File: src/rtl/mbox_pkg.sv
package mbox_pkg;
   localparam int unsigned WORD_BITS   = 32;
   localparam int unsigned CH_STRIDE_B = 32;
   localparam int unsigned WORD_CTRL   = 0;
   localparam int unsigned WORD_DATA0  = 1;
   localparam int unsigned STS_BUSY    = 0;
   localparam int unsigned STS_IRQ     = 1;
   localparam int unsigned REQ_BIT     = 31;
   localparam int unsigned GOFF_STAT   = 0;
   localparam int unsigned GOFF_MASK   = 4;
   typedef logic [WORD_BITS-1:0] word_t;
endpackage

File: src/rtl/mbox_chan.sv
module mbox_chan
   import mbox_pkg::*;
#(
   parameter int unsigned DATA_WORDS = 4,
   parameter int unsigned ID_W       = 31
)(
   input  logic                  clk,
   input  logic                  rst_n,
   input  logic                  ctrl_we,
   input  logic [DATA_WORDS-1:0] data_we,
   input  logic                  sts_we,
   input  word_t                 wdata,
   input  logic [2:0]            rd_word,
   output word_t                 rd_data,
   output logic                  busy_o,
   output logic                  irq_o
);
   localparam int unsigned DIW       = (DATA_WORDS > 1) ? $clog2(DATA_WORDS) : 1;
   localparam int unsigned WORD_STS  = WORD_DATA0 + DATA_WORDS;
   localparam word_t       CTRL_KEEP = {1'b1, 31'((64'd1 << ID_W) - 64'd1)};

   word_t ctrl_q;
   word_t data_q [DATA_WORDS];
   logic  busy_q, irq_q;
   logic  accept;

   assign accept = !busy_q;

   always_ff @(posedge clk or negedge rst_n) begin
      if (!rst_n) begin
         ctrl_q <= '0;
         busy_q <= 1'b0;
         irq_q  <= 1'b0;
      end else if (ctrl_we && accept) begin
         ctrl_q <= wdata & CTRL_KEEP;
         if (wdata[REQ_BIT]) begin
            busy_q <= 1'b1;
            irq_q  <= 1'b1;
         end
      end else if (sts_we) begin
         if (wdata == '0) begin
            busy_q <= 1'b0;
            irq_q  <= 1'b0;
         end else begin
            busy_q <= busy_q & ~wdata[STS_BUSY];
            irq_q  <= irq_q  & ~wdata[STS_IRQ];
         end
      end
   end

   always_ff @(posedge clk or negedge rst_n) begin
      if (!rst_n) begin
         for (int k = 0; k < DATA_WORDS; k++) data_q[k] <= '0;
      end else begin
         for (int k = 0; k < DATA_WORDS; k++)
            if (data_we[k] && accept) data_q[k] <= wdata;
      end
   end

   logic [2:0] didx;
   assign didx = rd_word - 3'(WORD_DATA0);

   always_comb begin
      rd_data = '0;
      if (rd_word == 3'(WORD_CTRL))
         rd_data = ctrl_q;
      else if (rd_word == 3'(WORD_STS))
         rd_data = {30'd0, irq_q, busy_q};
      else if (rd_word >= 3'(WORD_DATA0) && rd_word < 3'(WORD_STS))
         rd_data = data_q[didx[DIW-1:0]];
   end

   assign busy_o = busy_q;
   assign irq_o  = irq_q;

   p_send_sets_flags_r3: assert property (@(posedge clk) disable iff (!rst_n)
      (ctrl_we && !busy_q && wdata[REQ_BIT]) |=> (busy_q && irq_q));
   p_plain_ctrl_keeps_flags_r4: assert property (@(posedge clk) disable iff (!rst_n)
      (ctrl_we && !wdata[REQ_BIT] && !sts_we) |=> ($stable(busy_q) && $stable(irq_q)));
   p_collision_holds_ctrl_r5: assert property (@(posedge clk) disable iff (!rst_n)
      (ctrl_we && busy_q) |=> $stable(ctrl_q));
   p_zero_write_clears_r7: assert property (@(posedge clk) disable iff (!rst_n)
      (sts_we && !ctrl_we && wdata == '0) |=> (!busy_q && !irq_q));
endmodule

File: src/rtl/mbox_irq.sv
module mbox_irq #(
   parameter int unsigned N_CH = 8
)(
   input  logic            clk,
   input  logic            rst_n,
   input  logic            mask_we,
   input  logic [N_CH-1:0] mask_wdata,
   input  logic [N_CH-1:0] irq_vec,
   output logic [N_CH-1:0] mask_o,
   output logic            irq_o
);
   logic [N_CH-1:0] mask_q;
   logic            irq_q;

   always_ff @(posedge clk or negedge rst_n) begin
      if (!rst_n) begin
         mask_q <= '1;
         irq_q  <= 1'b0;
      end else begin
         if (mask_we) mask_q <= mask_wdata;
         irq_q <= |(irq_vec & ~mask_q);
      end
   end

   assign mask_o = mask_q;
   assign irq_o  = irq_q;

   p_all_masked_quiet_r9: assert property (@(posedge clk) disable iff (!rst_n)
      (&mask_q) |=> !irq_o);
   p_irq_follows_r10: assert property (@(posedge clk) disable iff (!rst_n)
      irq_o == $past(|(irq_vec & ~mask_o)));
endmodule

File: src/rtl/mbox_hub.sv
module mbox_hub
   import mbox_pkg::*;
#(
   parameter int unsigned N_CH       = 8,
   parameter int unsigned DATA_WORDS = 4,
   parameter int unsigned ID_W       = 31,
   parameter int unsigned MASK_START = 16,
   parameter int unsigned ADDR_W     = 9
)(
   input  logic              clk,
   input  logic              rst_n,
   input  logic              bus_we,
   input  logic              bus_re,
   input  logic [ADDR_W-1:0] bus_addr,
   input  logic [31:0]       bus_wdata,
   output logic [31:0]       bus_rdata,
   output logic              bus_rvalid,
   output logic              irq_o
);
   localparam int unsigned CH_W     = (N_CH > 1) ? $clog2(N_CH) : 1;
   localparam int unsigned GBASE    = N_CH * CH_STRIDE_B;
   localparam int unsigned WORD_STS = WORD_DATA0 + DATA_WORDS;
   localparam logic [ADDR_W-1:0] GSTAT_A = ADDR_W'(GBASE + GOFF_STAT);
   localparam logic [ADDR_W-1:0] GMASK_A = ADDR_W'(GBASE + GOFF_MASK);
   localparam logic [ADDR_W-1:0] GBASE_A = ADDR_W'(GBASE);

   if (N_CH < 2 || 2 * N_CH > 32) begin : g_bad_nch
      $error("N_CH must lie in 2..16");
   end
   if (MASK_START + N_CH > 32) begin : g_bad_mask
      $error("mask field exceeds word");
   end
   if (ID_W < 1 || ID_W > 31) begin : g_bad_id
      $error("ID_W must lie in 1..31");
   end
   if (DATA_WORDS < 1 || DATA_WORDS > 6) begin : g_bad_dw
      $error("DATA_WORDS must lie in 1..6");
   end
   if ((64'd1 << ADDR_W) < 64'(GBASE + 8)) begin : g_bad_aw
      $error("ADDR_W too small for map");
   end

   logic            in_ch;
   logic [CH_W-1:0] ch_sel;
   logic [2:0]      wsel;
   assign in_ch  = bus_addr < GBASE_A;
   assign ch_sel = bus_addr[5 +: CH_W];
   assign wsel   = bus_addr[4:2];

   logic [N_CH-1:0] busy_vec, irq_vec, mask_vec;
   word_t           ch_rd [N_CH];
   word_t           gstat;

   for (genvar c = 0; c < N_CH; c++) begin : g_ch
      logic            hit;
      logic [DATA_WORDS-1:0] dwe;
      assign hit = bus_we && in_ch && (ch_sel == CH_W'(c));
      for (genvar k = 0; k < DATA_WORDS; k++) begin : g_dwe
         assign dwe[k] = hit && (wsel == 3'(WORD_DATA0 + k));
      end
      mbox_chan #(.DATA_WORDS(DATA_WORDS), .ID_W(ID_W)) u_chan (
         .clk     (clk),
         .rst_n   (rst_n),
         .ctrl_we (hit && (wsel == 3'(WORD_CTRL))),
         .data_we (dwe),
         .sts_we  (hit && (wsel == 3'(WORD_STS))),
         .wdata   (bus_wdata),
         .rd_word (wsel),
         .rd_data (ch_rd[c]),
         .busy_o  (busy_vec[c]),
         .irq_o   (irq_vec[c])
      );
      assign gstat[2*c]   = busy_vec[c];
      assign gstat[2*c+1] = irq_vec[c];
   end
   if (2 * N_CH < 32) begin : g_gpad
      assign gstat[31:2*N_CH] = '0;
   end

   mbox_irq #(.N_CH(N_CH)) u_irq (
      .clk        (clk),
      .rst_n      (rst_n),
      .mask_we    (bus_we && (bus_addr == GMASK_A)),
      .mask_wdata (bus_wdata[MASK_START +: N_CH]),
      .irq_vec    (irq_vec),
      .mask_o     (mask_vec),
      .irq_o      (irq_o)
   );

   word_t rd_next;
   always_comb begin
      rd_next = '0;
      if (in_ch)                   rd_next = ch_rd[ch_sel];
      else if (bus_addr == GSTAT_A) rd_next = gstat;
      else if (bus_addr == GMASK_A) rd_next = 32'(mask_vec) << MASK_START;
   end

   always_ff @(posedge clk or negedge rst_n) begin
      if (!rst_n) begin
         bus_rdata  <= '0;
         bus_rvalid <= 1'b0;
      end else begin
         bus_rvalid <= bus_re;
         if (bus_re) bus_rdata <= rd_next;
      end
   end

   p_read_latency_r11: assert property (@(posedge clk) disable iff (!rst_n)
      bus_re |=> bus_rvalid);
   p_gstat_pairs_r8: assert property (@(posedge clk) disable iff (!rst_n)
      $countones(gstat) == $countones(busy_vec) + $countones(irq_vec));
endmodule

File: config.mk
export PLATFORM = sky130hd
export DESIGN_NAME = mbox_hub
export DESIGN_NICKNAME = d
export VERILOG_FILES = /design/src/rtl/mbox_pkg.sv /design/src/rtl/mbox_chan.sv /design/src/rtl/mbox_irq.sv /design/src/rtl/mbox_hub.sv
export SDC_FILE = /design/constraint.sdc
export NUM_CORES = 2
export LEC_CHECK = 0
export ABC_AREA = 1
export BUFFER_PORTS_ARGS = -buffer_cell sky130_fd_sc_hd__buf_2
export CAP_MARGIN = 15
export CORE_ASPECT_RATIO = 1.2
export CORE_MARGIN = 5
export CORE_UTILIZATION = 50
export CTS_CLUSTER_SIZE = 14
export DETAILED_ROUTE_END_ITERATION = 8
export HOLD_SLACK_MARGIN = 0.1
export PLACE_DENSITY = 0.66
export SYNTH_ARGS = -nofsm -noshare
export SYNTH_HDL_FRONTEND = slang
export SYNTH_HIERARCHICAL = 1
export SYNTH_SLANG_ARGS = --single-unit
export TNS_END_PERCENT = 50
File: constraint.sdc
create_clock -name clk -period 4.45 [get_ports clk]
set_clock_uncertainty 0.2 [all_clocks]
set_input_delay 1.335 -clock clk [delete_from_list [all_inputs] [get_ports clk]]
set_output_delay 1.335 -clock clk [all_outputs]
set_load 0.01 [all_outputs]
; ---- Word level (Yosys, flattened, before mapping)
; Index checks and enable logic that the tools add are counted.
[classes]
n_addsub = 1
order_cmp = 5
n_eq_ne = 22
mux = 103
n_bitwise = 22
n_reduce_logical = 127
[op_table]
columns = cell, n
row1 = $mux 32, 43
row2 = $bmux 32 s2, 8
row3 = $logic_and 1x1->1, 99
row4 = $bmux 32 s3, 1
row5 = $mux 1, 49
row6 = $mux 24, 2
row7 = $logic_not 32->1, 1
row8 = $eq 3x3->1 const B, 6
row9 = $eq 9x9->1 const B, 2
row10 = $and 1x1->1, 16
row11 = $ne 2x2->1 const B, 8
row12 = $reduce_and 2->1, 8
row13 = $reduce_bool 2->1, 8
row14 = $eq 3x2->1 const B, 4
row15 = $lt 9x9->1 const B, 1
row16 = $and 8x8->8, 1
row17 = $logic_not 1->1, 8
row18 = $not 8->8, 1
row19 = $reduce_or 8->1, 1
row20 = $eq 3x1->1 const B, 2
row21 = $logic_not 3->1, 2
row22 = $ge 4x4->1 const B, 1
row23 = $not 3->4, 1
row24 = $ge 3x1->1 const B, 1
row25 = other kinds (5), 6
[word_totals]
register_bits = 1338
inputBits = 45
output_inout_bits = 34
elab_cells = 340

; ---- Depth between registers and ports, before layout
[depth]
word_depth = 12
ltp_mapped = 16

; ---- Modules after synthesis
; Netlist, hierarchy kept.
[modules_own_cells]
columns = mod, n_inst, cells_per_inst, area_each_um2
row1 = mbox_chan, 8, 853, 7388.3
row2 = mbox_hub, 1, 815, 4391.7
row3 = mbox_irq, 1, 49, 402.9

; ---- Worst setup path after synthesis
; No wires, ideal clock.
[synth_timing]
kind = in2reg
start = input bus_addr[2]
end = register bus_rdata[30]
setup_ps = 118
t_arrival_ps = 2936
required_time_ps = 4132
path_slack_ps = 1197
stages = 14
n_path_buf = 3
cell_sequence = inv_2 -> buf_6 -> buf_6 -> ha_1 -> inv_2 -> clkbuf_1 -> a32o_1 -> o21ai_2 -> inv_1 -> nor2_1 -> a21oi_1 -> nand4_1 -> nand3_1 -> nand2_1
[synth_lines]
columns = element, line
row1 = start: declaration, mbox_hub.sv:14  ; input logic [ADDR_W-1:0] bus_addr,
row2 = end signal: assignment, mbox_hub.sv:104  ; if (bus_re) bus_rdata <= rd_next;
row3 = end: declaration, mbox_hub.sv:16  ; output logic [31:0] bus_rdata,

==> qor.csv <==
metric,value,unit
crit_family,simple AND/OR/NAND/NOR gates,
routed_wl,220.6,mm
cts_root_buf,clkbuf_16,
r2r-end,bus_rdata[27],
holdBufCountCts,0,
start_util,50.37,%
crit_arrival,4180,ps
crit_chain,buf_2 -> buf_12 -> inv_1 -> ha_1 -> nor3_2 -> xnor2_2 -> nand2_4 -> buf_4 -> o21ai_2 -> a22oi_1 -> nand3_1 -> nand3_1 -> nand2_1,
synth_cell_types,36,
cts-resized-gates,0,
dr.pass1.iters,7,
postCtsSetupBuffers,0,
grt_pass1_wl,332.8,mm
min_period,3703,ps
tritoncts,done,
synth_area_leader_cell,dfrtp_1,
syn_area_per_cell,8.312,um^2
rsz0062_at_grt,false,
setup_violations,0,
via_count,55880,
cp_slowest_stage_delay,510,ps
cts_buffers,139,
antenna_found_initial,17,
cts_htree_levels,4,
startpoint_type,primary input,
maxCapViolations,0,
syn-num-nets,7749,
path_max_fanout,17,
post_drt_wl_per_cell,23.44,um
overflow,0,
synth_top_area_share,52.08,%
worstSetupPathType,in -> reg,
relSlewSlack,14.67,%
ioPinCount,79,
clock.fmax,270.1,MHz
grt_max_degree,119,
slowest_stage,a22oi_1,
power_density,418.1,mW/mm^2
drive_gt1_share,10.98,%
critical_path_cell_count,13,
synth_warnings,6,
fp.dieArea,0.1351,mm^2
clk_latency,790,ps
rows,143,
outcome,completed,
core-area,0.1269,mm^2
hpwl,137.7,mm
worst_hold_slack,280.0,ps
grt_pass1_vias,52370,
synth_seq_area_share,52.41,%
first_iter_violations,6686,
synthCells,7688,
die_h,401.6,um
hp-class,reg -> reg,
worst_slew_pin_slew,1280,ps
path_clk_slew,60,ps
vias_per_cell,5.937,
synth_area_leaders,"dfrtp_1, nand2_1, o21ai_0",
syn_area,0.06390,mm^2
nets,7690,
die_width,336.3,um
gp_congestion,0.9883,
synth-seq-cells,1338,
worst_r2r_path_depth,10,
finalSetupTns,0,ps
final_max_slew_viol_count,0,
irDropWorstVdd,357.5,uV
cp_num_buf_inv,4,
r2r_slack,2280,ps
p_leak,0.03192,uW
worstSetupStartpoint,bus_addr[3],
fin_crit_sh,83.20,%
cp-endpoint,bus_rdata[2],
area_growth_syn_to_layout,10.17,%
r2r-start,g_ch[7].u_chan/data_q[123],
clockBufferDepth,3,
cp_common_cell,nand3_1,
io_buffers,78,
cp.required,4930,ps
drc,0,
numClockSinks,1338,
hold_violations,0,
track_usage,32.37,%
ant_nets,0,
end_kind,flop,
[power by group]
group | internal (uW) | leakage, uW | switching [uW]
clock network | 6960 | 0.00229 | 4960
registers | 13100 | 0.0182 | 581
logic | 1230 | 0.0115 | 2570
[sequential cells by signal (all words and copies together) (netlist names)]
name	count
g_ch.u_chan/ctrl_q	256
g_ch.u_chan/irq_o	8
u_irq/mask_o	8
bus_rdata	32
bus_rvalid	1
u_irq/irq_o	1
g_ch.u_chan/busy_o	8
g_ch.u_chan/data_q	1024
[through the flow]
step / total power, uW / utilization, % / cell area (um^2) / setup slack [ps] / std cells
finish: 29430 / 55.49 / 70400 / 747.4 / 9413
CTS: 29530 / 55.47 / 70370 / 883.6 / 9401
global route: 30540 / 55.47 / 70370 / 658.6 / 9402
detailed placement: 17650 / 51.83 / 65740 / 35.66 / 9155
floorplan: 16070 / - / 63900 / 1197 / 7688
global placement: 17550 / 51.83 / 65740 / -9.636 / 9155
[layer usage]
layer,vias to the layer above,global-route usage [%],share of wire [%],routed length (um)
li1,25270,-,-,-
met5,-,0,0.015,33
met1,27100,44.00,40,88600
met3,642,8.404,10,22530
met2,2863,47.53,43,95280
met4,4,17.69,6.4,14190
[worst min path at each step]
stage / start / to / depth (start not counted)
after floorplan: g_ch[0].u_chan/data_q[64] / g_ch[0].u_chan/data_q[64] / 2
after global placement: g_ch[6].u_chan/data_q[95] / g_ch[6].u_chan/data_q[95] / 2
after detailed placement: g_ch[4].u_chan/data_q[32] / g_ch[4].u_chan/data_q[32] / 2
after CTS: g_ch[4].u_chan/data_q[32] / g_ch[4].u_chan/data_q[32] / 2
after global routing: g_ch[6].u_chan/data_q[96] / g_ch[6].u_chan/data_q[96] / 2
final: g_ch[3].u_chan/data_q[63] / g_ch[3].u_chan/data_q[63] / 2
[cell usage in the layout, fill, tap and decap left out, types with 20 or more instances in the layout]
master / instances
a21oi_1: 279
a32o_1: 248
buf_12: 42
buf_2: 75
buf_4: 185
clkbuf_1: 32
clkbuf_16: 147
clkbuf_8: 31
clkinv_2: 20
dfrtp_1: 1330
inv_1: 355
inv_2: 27
nand2_1: 2788
nand2_2: 40
nand3_1: 120
nand4_1: 21
nor2_1: 276
o21ai_0: 1341
o21ai_1: 48
o21ai_2: 184
[logic make-up (layout without fill, tap and decap cells)]
group           after synthesis  in the layout  share of synthesized area (%)
flops                      1338           1338                          52.41
buf+inv                     887            933                          6.941
simple gates               3290           3290                          20.03
xor+xnor                      8              8                         0.2036
fa+ha+maj                    16             16                         0.3133
compound gates             2149           2149                          20.10
other cells                   0             12                              0
[synth_stat cells]
library cell / count
nand2_1: 2828
o21ai_0: 1341
dfrtp_1: 1330
inv_1: 355
nor2_1: 284
a21oi_1: 279
a32o_1: 248
buf_2: 210
o21ai_2: 184
clkbuf_1: 168
nand3_1: 120
buf_6: 96
o21ai_1: 48
inv_2: 27
buf_4: 24
nand4_1: 21
ha_1: 16
o22ai_1: 16
a21oi_2: 12
nand3_2: 11
nand2_4: 10
nor3_2: 9
dfstp_2: 8
o21bai_2: 8
o22a_1: 8
xnor2_2: 8
a22oi_1: 5
buf_1: 3
nor2_4: 3
nor2_2: 2
and3_1: 1
buf_12: 1
buf_8: 1
clkinv_1: 1
inv_6: 1
nor2_8: 1
[final cells by class]
cell class	count	area (um^2)
Fill cell	11620	56460
Sequential cell	1338	33490
Multi-Input combinational cell	5463	26100
Clock buffer	210	4225
Timing Repair Buffer	303	2620
Tap cell	1667	2086
Inverter	384	1446
Clock inverter	36	397.9
Antenna cell	12	30.03
[worst min-delay path: stages, from the launching register on]
cell and delay, ps:
dfrtp_1 340, nand2_1 50, o21ai_0 60
(Power assumes the default switching activity.)
